==> src/rtl/mdio_master.sv <==
module mdio_master #(
  parameter int HALF_DIV = 40
) (
  input  logic        clk,
  input  logic        rst_n,
  input  logic        start,
  input  logic        op_read,
  input  logic [4:0]  phy_addr,
  input  logic [4:0]  reg_addr,
  input  logic [15:0] wr_data,
  output logic        busy,
  output logic        done,
  output logic [15:0] rd_data,
  output logic        mdc,
  output logic        mdio_o,
  output logic        mdio_oe,
  input  logic        mdio_i,
  input  logic        ovr_en,
  input  logic        ovr_we,
  input  logic [2:0]  ovr_wdata,
  output logic [3:0]  ovr_rdata
);

  localparam int CW       = $clog2(HALF_DIV + 1);
  localparam int PW       = $clog2(HALF_DIV + 2);
  localparam int HDR_BITS = 46;
  localparam int WR_SLOTS = 64;
  localparam int RD_SLOTS = HDR_BITS + 1 + 16;

  typedef enum logic [1:0] {S_IDLE, S_RUN, S_TAIL} st_t;

  st_t         st;
  logic [CW-1:0] div_cnt;
  logic        ph;
  logic [6:0]  slot;
  logic [63:0] sh;
  logic        op_r;
  logic [15:0] rd_q;
  logic        done_q;
  logic [2:0]  pin_r;

  wire tick      = div_cnt == CW'(HALF_DIV - 1);
  wire last_slot = slot == (op_r ? 7'(RD_SLOTS - 1) : 7'(WR_SLOTS - 1));
  wire accept    = start && st == S_IDLE && !ovr_en;
  wire rd_sample = op_r && slot >= 7'(HDR_BITS + 1);

  wire eng_mdc = st == S_RUN && ph;
  wire eng_oe  = (st == S_RUN && (!op_r || slot < 7'(HDR_BITS))) || (st == S_TAIL && !op_r);
  wire eng_o   = eng_oe && sh[63];

  always_ff @(posedge clk) begin
    if (!rst_n) begin
      st      <= S_IDLE;
      div_cnt <= '0;
      ph      <= 1'b0;
      slot    <= '0;
      sh      <= '0;
      op_r    <= 1'b0;
      rd_q    <= '0;
      done_q  <= 1'b0;
    end else begin
      done_q <= 1'b0;
      case (st)
        S_IDLE: if (accept) begin
          st      <= S_RUN;
          div_cnt <= '0;
          ph      <= 1'b0;
          slot    <= '0;
          op_r    <= op_read;
          sh      <= {32'hFFFF_FFFF, 2'b01, op_read ? 2'b10 : 2'b01,
                      phy_addr, reg_addr, 2'b10, wr_data};
        end
        S_RUN: begin
          div_cnt <= tick ? '0 : div_cnt + CW'(1);
          if (tick) begin
            if (!ph) ph <= 1'b1;
            else begin
              ph <= 1'b0;
              if (rd_sample) rd_q <= {rd_q[14:0], mdio_i};
              if (last_slot) st <= S_TAIL;
              else begin
                sh   <= sh << 1;
                slot <= slot + 7'd1;
              end
            end
          end
        end
        S_TAIL: begin
          div_cnt <= tick ? '0 : div_cnt + CW'(1);
          if (tick) begin
            st     <= S_IDLE;
            done_q <= 1'b1;
          end
        end
        default: st <= S_IDLE;
      endcase
    end
  end

  always_ff @(posedge clk) begin
    if (!rst_n) pin_r <= '0;
    else if (ovr_we) pin_r <= ovr_wdata;
  end

  assign busy      = st != S_IDLE;
  assign done      = done_q;
  assign rd_data   = rd_q;
  assign mdc       = ovr_en ? pin_r[0] : eng_mdc;
  assign mdio_oe   = ovr_en ? pin_r[1] : eng_oe;
  assign mdio_o    = ovr_en ? pin_r[2] : eng_o;
  assign ovr_rdata = {mdio_i, pin_r};

  logic          eng_mdc_q;
  logic [PW-1:0] ph_len;

  always_ff @(posedge clk) begin
    if (!rst_n) begin
      eng_mdc_q <= 1'b0;
      ph_len    <= PW'(HALF_DIV);
    end else begin
      eng_mdc_q <= eng_mdc;
      if (eng_mdc != eng_mdc_q) ph_len <= PW'(1);
      else if (ph_len < PW'(HALF_DIV)) ph_len <= ph_len + PW'(1);
    end
  end

  AST_PHASE_MIN: assert property (@(posedge clk) disable iff (!rst_n)
    (eng_mdc != eng_mdc_q) |-> ph_len >= PW'(HALF_DIV));

  AST_DONE_PULSE: assert property (@(posedge clk) disable iff (!rst_n)
    done |=> !done);

  AST_DONE_IDLE: assert property (@(posedge clk) disable iff (!rst_n)
    done |-> !busy);

  AST_START_IGNORED: assert property (@(posedge clk) disable iff (!rst_n)
    (busy && start) |=> $stable(op_r));

  AST_OVR_REJECT: assert property (@(posedge clk) disable iff (!rst_n)
    (ovr_en && !busy && start) |=> !busy);

  AST_HOLD_HIGH: assert property (@(posedge clk) disable iff (!rst_n)
    (!ovr_en && $past(!ovr_en) && mdc && $past(mdc)) |-> ($stable(mdio_o) && $stable(mdio_oe)));

  AST_RD_HOLD: assert property (@(posedge clk) disable iff (!rst_n)
    !busy |=> $stable(rd_data));

endmodule

==> config.mk <==
export PLATFORM = sky130hd
export DESIGN_NAME = mdio_master
export DESIGN_NICKNAME = d
export VERILOG_FILES = /design/src/rtl/mdio_master.sv
export SDC_FILE = /design/constraint.sdc
export NUM_CORES = 1
export LEC_CHECK = 0
export BUFFER_PORTS_ARGS = -buffer_cell sky130_fd_sc_hd__buf_2
export CORE_AREA = 2 2 108 110
export CTS_CLUSTER_SIZE = 14
export DETAILED_ROUTE_END_ITERATION = 12
export DIE_AREA = 0 0 110 112
export PLACE_DENSITY = 0.6
export SYNTH_ARGS = -nofsm -noshare
export SYNTH_HDL_FRONTEND = slang
export SYNTH_SLANG_ARGS = --single-unit
export TNS_END_PERCENT = 5
==> constraint.sdc <==
create_clock -name clk -period 2.3 [get_ports clk]
set_input_delay 0.46 -clock clk [delete_from_list [all_inputs] [get_ports clk]]
set_output_delay 0.46 -clock clk [all_outputs]
set_load 0.05 [all_outputs]
After elaboration in Yosys (flattened, before gate mapping)

Index checks and enable logic that the tools add are counted.

Divide/modulo/power cells: 0
Bitwise gates (word level): 0
Muxes and demuxes: 29
Order comparisons: 2
Multiply operators: 0
Equal/unequal tests: 10
$add $sub $neg: 2
Reductions and logical operators: 23
Shift-type cells: 0

Operator list:

| kind                  | count |
|---|---|
| $mux W64              | 4 |
| $pmux W64 S2          | 1 |
| $mux W7               | 4 |
| $pmux W7 S2           | 1 |
| $mux W2               | 6 |
| $mux W6               | 2 |
| $ne A2 B2 Y1 const B  | 6 |
| $pmux W6 S2           | 1 |
| $reduce_and A5 Y1     | 2 |
| $mux W1               | 8 |
| $add A7 B1 Y7 const B | 1 |
| $eq A7 B6 Y1          | 1 |
| $ge A7 B6 Y1 const B  | 1 |
| $logic_and A1 B1 Y1   | 7 |
| $lt A7 B6 Y1 const B  | 1 |
| $add A6 B1 Y6 const B | 1 |
| $eq A6 B6 Y1 const B  | 1 |
| $pmux W2 S3           | 1 |
| $reduce_and A2 Y1     | 3 |
| $reduce_bool A2 Y1    | 3 |
| $reduce_and A4 Y1     | 1 |
| $reduce_and A3 Y1     | 1 |
| $eq A2 B1 Y1 const B  | 1 |
| $eq A2 B2 Y1 const B  | 1 |
| 5 further kinds       | 7 |

Memories kept: 0
Bits in registers: 101
Latch bits: 0
Memory bits (writable): 0
Input bits: 36
Memory bits (read-only): 0

Longest topological paths before layout

Gate-level depths: netlist of the first run.

Word-level depth: 6
Gate-level depth with buffers: 9

Worst setup path before layout of the first run

No wires, ideal clock.

Path kind: reg-to-output
Start point: reg st[1]
End point: out mdio_o
Arrival: 2.289 ns
Cell stages (with the launch flop): 7
Setup slack: -0.449 ns
Data required time: 1.840 ns
Cell sequence: dfxtp_1 inv_1 ha_1 buf_2 buf_1 a31oi_1 o21ai_0

Word-level cells in the longest chain between the ends: 5
Elaborated cells on any way between the ends: 7
Those cells by class: eq/ne: 2; mux: 1; reduce/logical: 4

Ends and longest elaborated chain:

| item                                                | RTL line | source |
|---|---|---|
| start, declared                                     | 32       | `st_t st;` |
| start signal, assigned                              | 53       | `st <= S_IDLE;` |
| start signal, assigned                              | 65       | `st <= S_RUN;` |
| start signal, assigned                              | 80       | `if (last_slot) st <= S_TAIL;` |
| $eq A2 B1 Y1 / $eq A2 B2 Y1 (equally long branches) | 48       | `wire eng_oe = (st == S_RUN && (!op_r \|\| slot < 7'(HDR_BITS))) \|\| (st == S_TAIL && !op_r);` |
| $logic_and A1 B1 Y1                                 | 48       |  |
| $logic_or A1 B1 Y1 *                                | 48       |  |
| $logic_and A1 B1 Y1 *                               | 49       | `wire eng_o = eng_oe && sh[63];` |
| $mux W1 *                                           | 110      | `assign mdio_o = ovr_en ? pin_r[2] : eng_o;` |
| end, declared                                       | 15       | `output logic mdio_o,` |

Every way passes the cells marked *; elsewhere a longest branch is shown, timed or not.

Worst setup path after layout of the first run

Same ends and word-level chain as after synthesis.

==> results of run 1 <==
-- cell usage after synthesis, types with 5 or more instances --
cell type	n	share of area (%)
a31oi_1	32	4.6
nand3_1	25	2.8
inv_1	7	0.60
buf_2	16	1.8
nor3_1	5	0.57
o21ai_0	27	3.1
a21oi_1	29	3.3
dfxtp_1	101	46
ha_1	6	1.7
a211oi_1	26	4.4
nand2_1	24	2.1
nor2_1	15	1.3
mux2i_1	33	7.5
o221a_1	34	8.7
clkbuf_1	25	2.1
-- how the worst min path moves through the flow --
stage,startpoint,end,slack (ns),cells after the start
2_1_floorplan,sh[28],sh[28],0.43,2
3_3_place_gp,sh[28],sh[28],0.45,2
3_5_place_dp,sh[28],sh[28],0.45,2
4_1_cts,ovr_wdata[0],pin_r[0],0.34,3
5_1_grt,ovr_wdata[0],pin_r[0],0.35,3
6_report,ovr_wdata[0],pin_r[0],0.35,3
-- logic make-up after synthesis --
group / Yosys count / share of synthesized area (%)
buf+inv: 53 / 5.07
mux: 33 / 7.52
flops: 101 / 46.0
simple gates: 92 / 10.7
compound gates: 174 / 28.8
xor+xnor: 1 / 0.199
fa+ha+maj: 6 / 1.71
-- worst register-to-register path: cells and delay by family (launching register included) --
kind / cells / cell delay (ns)
flops: 1 / 0.38
simple gates: 2 / 0.61
compound gates: 1 / 0.13
fa+ha+maj: 1 / 0.25
buf+inv: 1 / 0.31
mux: 1 / 0.25
-- power breakdown --
part / internal, W / total (W) / switching (W)
clock: 0.000883 / 0.00156 / 0.000679
sequential: 0.00223 / 0.00248 / 0.000258
combinational: 0.000910 / 0.00214 / 0.00123
total: 0.00402 / 0.00618 / 0.00216
-- per-layer routing --
| layer | share of wire [%] | wire, µm | global-route usage (%) | up-vias |
|---|---|---|---|---|
| li1 | - | - | - | 1856 |
| met5 | 0 | 0 | 0 | - |
| met4 | 1.7 | 172 | 7.85 | 0 |
| met2 | 45 | 4710 | 25.0 | 113 |
| met3 | 5.0 | 522 | 3.45 | 14 |
| met1 | 48 | 4960 | 24.7 | 1833 |
-- cells in the final DEF, fill, tap and decap left out, types with 2 or more instances in the layout --
cell        netlist  final
nand4b_1          2      2
and2_1            3      3
mux2i_1          33     33
and3_1            4      4
a211oi_1         26     26
dfxtp_2           0      4
o21ai_0          27     25
clkbuf_16         0      9
inv_2             2      2
o211ai_1          2      2
a22oi_1           2      2
clkinvlp_4        0      2
o31ai_1           3      3
buf_12            0      3
nor2b_1           2      2
o22ai_1           4      4
buf_2            16     59
inv_1             7      7
nand2_1          24     24
dfxtp_1         101     97
o221a_1          34     34
buf_4             1     12
o21a_1            2      2
nor3_1            5      4
nor2_1           15     15
o311ai_0          2      2
ha_1              6      5
o21ai_1           1      3
o2111ai_1         2      2
nand2b_1          2      2
nand3_1          25     24
a21oi_1          29     29
a31oi_1          32     31
nand4_1           4      4
-- metrics by stage --
stage	cells	utilization (%)	setup slack (ns)	instance area, µm²	power [W]
6_report	649	46.3	0.0934	5180	0.00618
5_1_grt	649	46.3	0.0145	5180	0.00657
4_1_cts	649	46.1	0.0212	5150	0.00622
3_5_place_dp	633	43.3	0.193	4830	0.00463
3_3_place_gp	633	43.3	0.198	4830	0.00456
2_1_floorplan	460	-	-0.0818	4390	0.00409
-- final cells by class --
cell class              instances  area (µm²)
flip-flops and latches        101        2030
well taps                     143         179
multi-input cells             306        2180
fillers                      1041        6000
clock buffers                  10         239
inverters                       9        33.8
repair buffers                 74         445
clock inverters                 6        70.1
-- state kept, by name, indices dropped and copies added (netlist names) --
signal and count:
rd_data 16, sh 64, pin_r 3, done 1
ph 1, div_cnt 6, slot 7, op_r 1
st 2
-- what timing repair did --
item	in CTS	in global routing
resized for setup	3	7
hold buffers	0	0
setup endpoints to repair	2	2
buffers inserted	0	0
pin swaps	0	0
==> impl_metrics.prom, run 1 <==
# TYPE chip_impl_metric gauge
chip_impl_metric{name="core-area",unit="µm²"} 11200
chip_impl_metric{name="layout-drive-gt1-share",unit="%"} 20.6
chip_impl_info{name="critical-path-top-cell-by-count",value="nor2_1"} 1
chip_impl_metric{name="maximum_number_of_pins_on_one_net_before_global_route_repair",unit=""} 66
chip_impl_metric{name="routed_antenna_nets",unit=""} 0
chip_impl_metric{name="cts_made_buffers",unit=""} 9
chip_impl_metric{name="dr_total_vias",unit=""} 3816
chip_impl_metric{name="max_cap_violations",unit=""} 0
chip_impl_metric{name="drt_wl_total",unit="µm"} 10400
chip_impl_info{name="worstReg2RegEnd",value="sh[28]"} 1
chip_impl_metric{name="htreeDepth",unit=""} 3
chip_impl_metric{name="first_global_vias",unit=""} 3514
chip_impl_metric{name="max-clock-path-buffers",unit=""} 2
chip_impl_metric{name="cp_slowest_stage_delay",unit="ns"} 0.35
chip_impl_metric{name="wire_per_inst",unit="µm"} 16.0
chip_impl_info{name="unrepaired_setup_endpoints_after_global_routing",value="no"} 1
chip_impl_metric{name="slew_headroom",unit="%"} 64.5
chip_impl_metric{name="top_level_ports",unit=""} 61
chip_impl_metric{name="num_rows",unit=""} 39
chip_impl_info{name="slowest_stage",value="dfxtp_1"} 1
chip_impl_metric{name="synth_cell_types",unit=""} 47
chip_impl_metric{name="initial_core_util",unit="%"} 39.3
chip_impl_info{name="cts_tree",value="done"} 1
chip_impl_metric{name="rrSetupSlack",unit="ns"} 0.31
chip_impl_info{name="dominantRegCellSynth",value="dfxtp_1"} 1
chip_impl_metric{name="buffers_and_inverters_on_the_worst_path",unit=""} 2
chip_impl_metric{name="cts.reportedPaths.clkPinSlew",unit="ns"} 0.07
chip_impl_metric{name="final.setup_skew",unit="ns"} 0.00657
chip_impl_info{name="crit_path_cell_trace",value="inv_1 > ha_4 > nor2_1 > nor2_1 > a31oi_2 > o21ai_1 > buf_4"} 1
chip_impl_metric{name="die-width",unit="µm"} 110
chip_impl_metric{name="gr-total-overflow",unit=""} 0
chip_impl_metric{name="global_route.usage.total",unit="%"} 17.3
chip_impl_metric{name="crit_required",unit="ns"} 1.84
chip_impl_info{name="worstSetupEndpointType",value="output port"} 1
chip_impl_info{name="hold_path.class",value="in -> reg"} 1
chip_impl_metric{name="worst_ep_arrival_time",unit="ns"} 1.75
chip_impl_metric{name="finalCriticalPeriod",unit="ns"} 2.21
chip_impl_metric{name="worstRegToRegCells",unit=""} 6
chip_impl_metric{name="vdd.ir_drop.worst",unit="mV"} 0.528
chip_impl_metric{name="leakage",unit="nW"} 1.88
chip_impl_metric{name="timing.critical_path.depth",unit=""} 7
chip_impl_metric{name="hold-worst-slack",unit="ns"} 0.354
chip_impl_metric{name="drt_drc_violations_left",unit=""} 0
chip_impl_metric{name="syn-mean-instance-area",unit="µm²"} 9.55
chip_impl_metric{name="slew_viol_final",unit=""} 0
chip_impl_metric{name="first_iter_violations",unit=""} 236
chip_impl_info{name="worstSetupStartpointType",value="flip-flop"} 1
chip_impl_metric{name="synth.yosys.warnings",unit=""} 0
chip_impl_metric{name="quantity_of_i_o_buffers_inserted_on_ports",unit=""} 60
chip_impl_metric{name="timing.critical_path.fanout_max",unit=""} 11
chip_impl_info{name="cp-startpoint",value="st[1]"} 1
chip_impl_metric{name="synth-seq-cells",unit=""} 101
chip_impl_metric{name="die_area",unit="µm²"} 12300
chip_impl_metric{name="dr.pass1.iters",unit=""} 5
chip_impl_metric{name="clkSinkCount",unit=""} 101
chip_impl_info{name="result_of_the_run",value="finished clean"} 1
chip_impl_metric{name="postSynthCellCount",unit=""} 460
chip_impl_info{name="timing.rr.start",value="div_cnt[0]"} 1
chip_impl_info{name="cp_top_family",value="compound AO/OA/AOI/OAI gates"} 1
chip_impl_info{name="endpoint",value="mdio_o"} 1
chip_impl_metric{name="detailed_place_hpwl",unit="µm"} 6430
chip_impl_metric{name="gp_routability_congestion",unit=""} 0.871
chip_impl_metric{name="antenna_cells_inserted",unit=""} 0
chip_impl_metric{name="syn-cell-area",unit="µm²"} 4390
chip_impl_info{name="timing_worst_setup_path_type",value="reg -> out"} 1
chip_impl_metric{name="number_of_antenna_violations_at_the_first_check_in_global_routing",unit=""} 0
chip_impl_metric{name="report.final.setup_viol",unit=""} 0
chip_impl_metric{name="insertion_delay",unit="ns"} 0.34
chip_impl_metric{name="timing.fmax",unit="MHz"} 453
chip_impl_metric{name="synth_seq_area_share",unit="%"} 46.0
chip_impl_info{name="library_cell_used_as_clock_root_buffer",value="clkbuf_16"} 1
chip_impl_metric{name="synthesis.nets",unit=""} 502
chip_impl_metric{name="num-nets-final",unit=""} 543
chip_impl_metric{name="power_density",unit="nW/µm²"} 1190
chip_impl_metric{name="synth-edff-count",unit=""} 0
chip_impl_metric{name="area_growth",unit="%"} 17.9
chip_impl_metric{name="worst_pin_slew",unit="ns"} 0.529
chip_impl_metric{name="drt-vias-per-instance",unit=""} 5.88
chip_impl_metric{name="post-route-period-util",unit="%"} 95.9
chip_impl_metric{name="postSynth.asyncResetShare",unit="%"} 0
chip_impl_metric{name="fp.dieH",unit="µm"} 112
chip_impl_metric{name="timing.final.hold_violations",unit=""} 0
chip_impl_metric{name="grt_first_pass_wirelength",unit="µm"} 17100
chip_impl_metric{name="setup_tns_final",unit="ns"} 0
No activity file was read; power rests on OpenSTA's default activity.
==> run 2: changes to the inputs <==
Settings changed: PLACE_DENSITY 0.6 to 0.61.
==> run 2 against run 1 <==
  * Sequential power about the same
  * Routed wire length down 1.2%
  * Hold slack better by 0.017 ns
  * Register-to-register slack got worse by 0.02 ns
  * Flip-flop and latch count unchanged
  * Combinational power is 2% higher
  * Utilization increased by 0.28 points
  * Non-clock buffer count rose by 2
  * Sequential share of layout area shrank 0.26 points
  * Critical path depth is 2 lower
  * Critical endpoint unchanged
  * Largest cell class unchanged
==> impl_metrics.prom, run 2 (synthesis results as in run 1) <==
# TYPE chip_impl_metric gauge
chip_impl_info{name="result_of_the_run",value="finished clean"} 1
chip_impl_metric{name="die-width",unit="µm"} 110
chip_impl_info{name="mostFrequentLayoutCells",value="dfxtp_1, buf_2, o221a_1"} 1
chip_impl_metric{name="leakage",unit="nW"} 1.90
chip_impl_metric{name="rrSetupSlack",unit="ns"} 0.29
chip_impl_metric{name="num_rows",unit=""} 39
chip_impl_metric{name="maximum_number_of_pins_on_one_net_before_global_route_repair",unit=""} 38
chip_impl_metric{name="top_level_ports",unit=""} 61
chip_impl_metric{name="die_area",unit="µm²"} 12300
chip_impl_metric{name="report.final.setup_viol",unit=""} 0
chip_impl_info{name="timing.rr.start",value="div_cnt[0]"} 1
chip_impl_metric{name="first_iter_violations",unit=""} 252
chip_impl_metric{name="postCtsHoldBufs",unit=""} 0
chip_impl_metric{name="worst_ep_arrival_time",unit="ns"} 1.74
chip_impl_metric{name="internal_power",unit="W"} 0.00404
chip_impl_info{name="worstSetupEndpointType",value="output port"} 1
chip_impl_metric{name="cp_slowest_stage_delay",unit="ns"} 0.42
chip_impl_metric{name="wire_per_inst",unit="µm"} 15.7
chip_impl_metric{name="num-nets-final",unit=""} 545
chip_impl_info{name="unrepaired_setup_endpoints_after_global_routing",value="no"} 1
chip_impl_metric{name="drt_drc_violations_left",unit=""} 0
chip_impl_info{name="mostFrequentLayoutCell",value="dfxtp_1"} 1
chip_impl_metric{name="gp_routability_congestion",unit=""} 0.877
chip_impl_metric{name="worstRegToRegCells",unit=""} 6
chip_impl_info{name="slowest_stage",value="dfxtp_1"} 1
chip_impl_metric{name="final.setup_skew",unit="ns"} 0.00757
chip_impl_metric{name="gr-total-overflow",unit=""} 0
chip_impl_metric{name="post_cts_resized",unit=""} 2
chip_impl_metric{name="clkSinkCount",unit=""} 101
chip_impl_metric{name="htreeDepth",unit=""} 3
chip_impl_metric{name="routed_antenna_nets",unit=""} 0
chip_impl_metric{name="power_density",unit="nW/µm²"} 1200
chip_impl_info{name="registers.top_by_ff_count",value="sh"} 1
chip_impl_metric{name="timing.critical_path.fanout_max",unit=""} 6
chip_impl_info{name="cts_tree",value="done"} 1
chip_impl_metric{name="cts_setup_buffers",unit=""} 0
chip_impl_metric{name="quantity_of_i_o_buffers_inserted_on_ports",unit=""} 60
chip_impl_metric{name="drt_wl_total",unit="µm"} 10200
chip_impl_metric{name="final_core_util",unit="%"} 46.6
chip_impl_metric{name="core-area",unit="µm²"} 11200
chip_impl_info{name="cp_top_family",value="compound AO/OA/AOI/OAI gates"} 1
chip_impl_metric{name="grt_first_pass_wirelength",unit="µm"} 17300
chip_impl_metric{name="drt-vias-per-instance",unit=""} 5.81
chip_impl_metric{name="power_frac_clock",unit="%"} 25.2
chip_impl_metric{name="cts_made_buffers",unit=""} 9
chip_impl_info{name="endpoint",value="mdio_o"} 1
chip_impl_info{name="crit_path_cell_trace",value="nand3_2 > a21bo_2 > a31oi_2 > o21ai_1 > clkbuf_4"} 1
chip_impl_metric{name="initial_core_util",unit="%"} 39.3
chip_impl_metric{name="crit_required",unit="ns"} 1.84
chip_impl_metric{name="worst_pin_slew",unit="ns"} 0.608
chip_impl_metric{name="finalCriticalPeriod",unit="ns"} 2.20
chip_impl_metric{name="p_sw",unit="W"} 0.00221
chip_impl_metric{name="final_design_area_no_fill",unit="µm²"} 5210
chip_impl_metric{name="max-clock-path-buffers",unit=""} 2
chip_impl_metric{name="timing.fmax",unit="MHz"} 454
chip_impl_metric{name="post-route-period-util",unit="%"} 95.7
chip_impl_metric{name="area_growth",unit="%"} 18.6
chip_impl_metric{name="slew_viol_final",unit=""} 0
chip_impl_metric{name="first_global_vias",unit=""} 3547
chip_impl_metric{name="insertion_delay",unit="ns"} 0.34
chip_impl_metric{name="dr_total_vias",unit=""} 3781
chip_impl_info{name="worstReg2RegEnd",value="sh[52]"} 1
chip_impl_metric{name="buffers_and_inverters_on_the_worst_path",unit=""} 1
chip_impl_metric{name="max_cap_violations",unit=""} 0
chip_impl_metric{name="sw_ratio",unit="%"} 35.4
chip_impl_metric{name="layout-drive-gt1-share",unit="%"} 20.7
chip_impl_metric{name="detailed_place_hpwl",unit="µm"} 6650
chip_impl_info{name="library_cell_used_as_clock_root_buffer",value="clkbuf_16"} 1
chip_impl_metric{name="p_comb_share",unit="%"} 35.0
chip_impl_metric{name="dpl_cell_area",unit="µm²"} 4860
chip_impl_info{name="timing_worst_setup_path_type",value="reg -> out"} 1
chip_impl_metric{name="dr.pass1.iters",unit=""} 5
chip_impl_metric{name="slew_headroom",unit="%"} 59.5
chip_impl_metric{name="design_power_total",unit="W"} 0.00626
chip_impl_metric{name="number_of_flip_flops_in_the_largest_register",unit=""} 64
chip_impl_metric{name="vdd.ir_drop.worst",unit="mV"} 0.544
chip_impl_info{name="hold_path.class",value="in -> reg"} 1
chip_impl_metric{name="fp.dieH",unit="µm"} 112
chip_impl_metric{name="setup_tns_final",unit="ns"} 0
chip_impl_metric{name="cts.reportedPaths.clkPinSlew",unit="ns"} 0.07
chip_impl_metric{name="sequentialPowerShare",unit="%"} 39.8
chip_impl_metric{name="timing.critical_path.depth",unit=""} 5
chip_impl_metric{name="antenna_cells_inserted",unit=""} 0
chip_impl_metric{name="number_of_antenna_violations_at_the_first_check_in_global_routing",unit=""} 0
chip_impl_metric{name="timing.final.hold_violations",unit=""} 0
chip_impl_metric{name="global_route.usage.total",unit="%"} 17.3
chip_impl_info{name="cp-startpoint",value="slot[3]"} 1
chip_impl_info{name="worstSetupStartpointType",value="flip-flop"} 1
==> run 2: worst reg2reg max path, cell delays in order, from the launching register on <==
cell	delay, ns
dfxtp_1	0.37
ha_1	0.25
and4bb_2	0.34
a22oi_1	0.12
nor3_2	0.33
buf_4	0.31
o221a_1	0.23
==> run 2: power by group through the flow <==
| stage | clock network, W | logic (W) | registers (W) |
|---|---|---|---|
| after floorplan | 0 | 0.00164 | 0.00245 |
| after global placement | 0 | 0.00211 | 0.00250 |
| after detailed placement | 0 | 0.00216 | 0.00251 |
| after CTS | 0.00162 | 0.00217 | 0.00248 |
| after global routing | 0.00170 | 0.00239 | 0.00254 |
| final | 0.00158 | 0.00219 | 0.00249 |
==> run 2: worst min path at each step <==
stage,from,to,slack (ns),cells after the start
floorplan,sh[28],sh[28],0.43,2
global placement,sh[28],sh[28],0.45,2
detailed placement,sh[31],sh[31],0.46,2
CTS,ovr_wdata[0],pin_r[0],0.37,3
global route,mdio_i,rd_data[0],0.38,3
finish,ovr_wdata[2],pin_r[2],0.37,3
==> run 2: layout make-up <==
class	count	area, µm²
clock buffers	9	225
clock inverters	7	93.8
fillers	1050	5960
inverters	9	33.8
multi-input cells	306	2180
flip-flops and latches	101	2030
well taps	143	179
repair buffers	76	475
==> run 2: stage by stage <==
| stage | std cells | setup slack [ns] | hold WS [ns] |
|---|---|---|---|
| finish | 651 | 0.0980 | 0.371 |
| global route | 651 | 0.0164 | 0.384 |
| CTS | 651 | 0.0151 | 0.369 |
| detailed placement | 635 | 0.275 | 0.462 |
| global placement | 635 | 0.321 | 0.449 |
| floorplan | 460 | -0.0818 | 0.435 |
==> run 2: metal layers <==
layer	vias up	track usage (%)	routed length [µm]
met5	-	0	0
met4	0	5.32	133
met3	12	2.52	439
met2	90	27.0	4720
met1	1813	24.6	4950
li1	1866	-	-
==> run 3: changes to the inputs <==
Settings changed: PLACE_DENSITY 0.61 to default, SKIP_LAST_GASP from default to 1.
Clock period 2.3 ns to 2.6 ns, I/O delays scaled along.
==> run 3 against run 2 <==
  * Routed wire length is 0.20% lower
  * Hold slack improved by 0.050 ns
  * Utilization decreased by 0.93 points
  * Via count shrank 0.53%
  * Power down 15%
  * Combinational power is 15% lower
  * Setup slack improved by 0.053 ns
  * Clock power is 19% lower
  * Sequential power down 12%
  * Die area unchanged
==> impl_metrics.prom, run 3 (synthesis results as in run 1) <==
# TYPE chip_impl_metric gauge
chip_impl_metric{name="die_area",unit="µm²"} 12300
chip_impl_metric{name="slew_viol_final",unit=""} 0
chip_impl_metric{name="final.setup_skew",unit="ns"} 0.00415
chip_impl_metric{name="rrSetupSlack",unit="ns"} 0.55
chip_impl_info{name="cp_top_family",value="compound AO/OA/AOI/OAI gates"} 1
chip_impl_metric{name="power_density",unit="nW/µm²"} 1050
chip_impl_info{name="cts_tree",value="done"} 1
chip_impl_metric{name="slew_headroom",unit="%"} 49.3
chip_impl_info{name="mostFrequentLayoutCell",value="dfxtp_1"} 1
chip_impl_metric{name="drt_drc_violations_left",unit=""} 0
chip_impl_metric{name="leakage",unit="nW"} 1.86
chip_impl_metric{name="drt_wl_total",unit="µm"} 10200
chip_impl_metric{name="core-area",unit="µm²"} 11200
chip_impl_info{name="mostFrequentLayoutCells",value="dfxtp_1, buf_2, o221a_1"} 1
chip_impl_metric{name="max_cap_violations",unit=""} 0
chip_impl_metric{name="postCtsHoldBufs",unit=""} 0
chip_impl_metric{name="layout-drive-gt1-share",unit="%"} 19.4
chip_impl_info{name="hold_path.startpoint",value="ovr_wdata[0]"} 1
chip_impl_metric{name="global_route.usage.total",unit="%"} 17.4
chip_impl_metric{name="hold-path-cell-count",unit=""} 3
chip_impl_metric{name="routed_antenna_nets",unit=""} 0
chip_impl_info{name="crit_path_cell_trace",value="nand3_2 > a21bo_2 > a31oi_1 > o21ai_0 > buf_2"} 1
chip_impl_metric{name="report.final.setup_viol",unit=""} 0
chip_impl_info{name="timing.rr.start",value="st[1]"} 1
chip_impl_info{name="library_cell_used_as_clock_root_buffer",value="clkbuf_16"} 1
chip_impl_metric{name="worst_ep_arrival_time",unit="ns"} 1.93
chip_impl_metric{name="number_of_antenna_violations_at_the_first_check_in_global_routing",unit=""} 0
chip_impl_metric{name="top_level_ports",unit=""} 61
chip_impl_metric{name="dr_total_vias",unit=""} 3761
chip_impl_metric{name="clkSinkCount",unit=""} 101
chip_impl_info{name="worstSetupStartpointType",value="flip-flop"} 1
chip_impl_metric{name="fp.dieH",unit="µm"} 112
chip_impl_metric{name="final_core_util",unit="%"} 45.7
chip_impl_info{name="hold_path.class",value="in -> reg"} 1
chip_impl_metric{name="crit_required",unit="ns"} 2.08
chip_impl_metric{name="timing.critical_path.depth",unit=""} 5
chip_impl_metric{name="maximum_number_of_pins_on_one_net_before_global_route_repair",unit=""} 66
chip_impl_metric{name="cts.reportedPaths.clkPinSlew",unit="ns"} 0.06
chip_impl_metric{name="num_rows",unit=""} 39
chip_impl_metric{name="finalCriticalPeriod",unit="ns"} 2.45
chip_impl_metric{name="grt_first_pass_wirelength",unit="µm"} 17100
chip_impl_metric{name="design_power_total",unit="W"} 0.00534
chip_impl_metric{name="post-route-period-util",unit="%"} 94.2
chip_impl_metric{name="timing.final.hold_violations",unit=""} 0
chip_impl_metric{name="worst_pin_slew",unit="ns"} 0.761
chip_impl_metric{name="buffers_and_inverters_on_the_worst_path",unit=""} 1
chip_impl_metric{name="cp_slowest_stage_delay",unit="ns"} 0.45
chip_impl_info{name="unrepaired_setup_endpoints_after_global_routing",value="no"} 1
chip_impl_metric{name="n_fill_cell",unit=""} 1044
chip_impl_metric{name="insertion_delay",unit="ns"} 0.34
chip_impl_metric{name="dr.pass1.iters",unit=""} 5
chip_impl_metric{name="worstRegToRegCells",unit=""} 7
chip_impl_metric{name="first_global_vias",unit=""} 3465
chip_impl_metric{name="cts_made_buffers",unit=""} 9
chip_impl_metric{name="timing.critical_path.fanout_max",unit=""} 6
chip_impl_info{name="worstReg2RegEnd",value="sh[2]"} 1
chip_impl_metric{name="antenna_cells_inserted",unit=""} 0
chip_impl_metric{name="detailed_place_hpwl",unit="µm"} 6350
chip_impl_metric{name="num-nets-final",unit=""} 542
chip_impl_metric{name="quantity_of_i_o_buffers_inserted_on_ports",unit=""} 60
chip_impl_metric{name="max-clock-path-buffers",unit=""} 2
chip_impl_metric{name="initial_core_util",unit="%"} 39.3
chip_impl_metric{name="gp_routability_congestion",unit=""} 0.892
chip_impl_metric{name="vdd.ir_drop.worst",unit="mV"} 0.428
chip_impl_metric{name="number_of_flip_flops_in_the_largest_register",unit=""} 64
chip_impl_info{name="registers.top_by_ff_count",value="sh"} 1
chip_impl_metric{name="wire_per_inst",unit="µm"} 15.8
chip_impl_info{name="worstSetupEndpointType",value="output port"} 1
chip_impl_metric{name="gr-total-overflow",unit=""} 0
chip_impl_metric{name="setup_tns_final",unit="ns"} 0
chip_impl_metric{name="htreeDepth",unit=""} 3
chip_impl_metric{name="area_growth",unit="%"} 16.2
chip_impl_metric{name="drt-vias-per-instance",unit=""} 5.80
chip_impl_metric{name="timing.fmax",unit="MHz"} 408
chip_impl_info{name="timing_worst_setup_path_type",value="reg -> out"} 1
chip_impl_info{name="slowest_stage",value="dfxtp_1"} 1
chip_impl_info{name="hold_end",value="pin_r[0]"} 1
chip_impl_info{name="result_of_the_run",value="finished clean"} 1
chip_impl_metric{name="die-width",unit="µm"} 110
chip_impl_metric{name="first_iter_violations",unit=""} 311
-- run 3: layout make-up --
class / count / area (µm²) / share of cell area, %
Multi-Input combinational cell: 306 / 2160 / 42.3
Sequential cell: 101 / 2020 / 39.6
Timing Repair Buffer: 73 / 423 / 8.28
Clock buffer: 12 / 256 / 5.02
Tap cell: 143 / 179 / 3.50
Inverter: 9 / 33.8 / 0.662
Clock inverter: 4 / 30.0 / 0.588
-- run 3: timing repair --
item / in CTS / in global routing
buffers inserted: 0 / 0
gates resized for setup: 0 / 2
setup endpoints to repair: 0 / 2
-- run 3: metal layers --
layer  vias to the layer above  GRT usage, %  routed length, µm
met1                      1810          24.2               4960
met4                         0          8.35                150
met2                        84          25.1               4730
met5                         -             0                  0
li1                       1859             -                  -
met3                         8          4.04                387
-- run 3: worst max path at each step --
stage	endpoint	from
2_1_floorplan	mdio_oe	st[1]
3_3_place_gp	mdio_oe	slot[2]
3_5_place_dp	mdio_oe	slot[2]
4_1_cts	mdio_oe	slot[2]
5_1_grt	mdio_oe	slot[1]
6_report	mdio_oe	slot[1]
-- run 3: per-stage QoR --
step / hold slack [ns] / std cells / area, µm² / worst slack, ns
final: 0.421 / 648 / 5110 / 0.151
after global routing: 0.428 / 648 / 5110 / 0.0381
after CTS: 0.403 / 648 / 5100 / 0.0501
after detailed placement: 0.447 / 632 / 4810 / 0.438
after global placement: 0.449 / 632 / 4810 / 0.421
after floorplan: 0.435 / 460 / 4390 / -0.205
-- run 3: worst reg2reg max path, delay by kind of cell, from the launching register on --
| kind | cells | cell delay (ns) |
|---|---|---|
| adder cells (fa/ha/maj) | 1 | 0.30 |
| flip-flops | 1 | 0.33 |
| AND/OR/NAND/NOR | 1 | 0.54 |
| buffers and inverters | 3 | 0.47 |
| AO/OA/AOI/OAI | 2 | 0.27 |
-- run 3: power by group --
group          leakage (nW)  switching [W]  internal [W]
logic                 0.890        0.00108      0.000790
clock network         0.139       0.000578      0.000705
registers             0.829       0.000222       0.00197
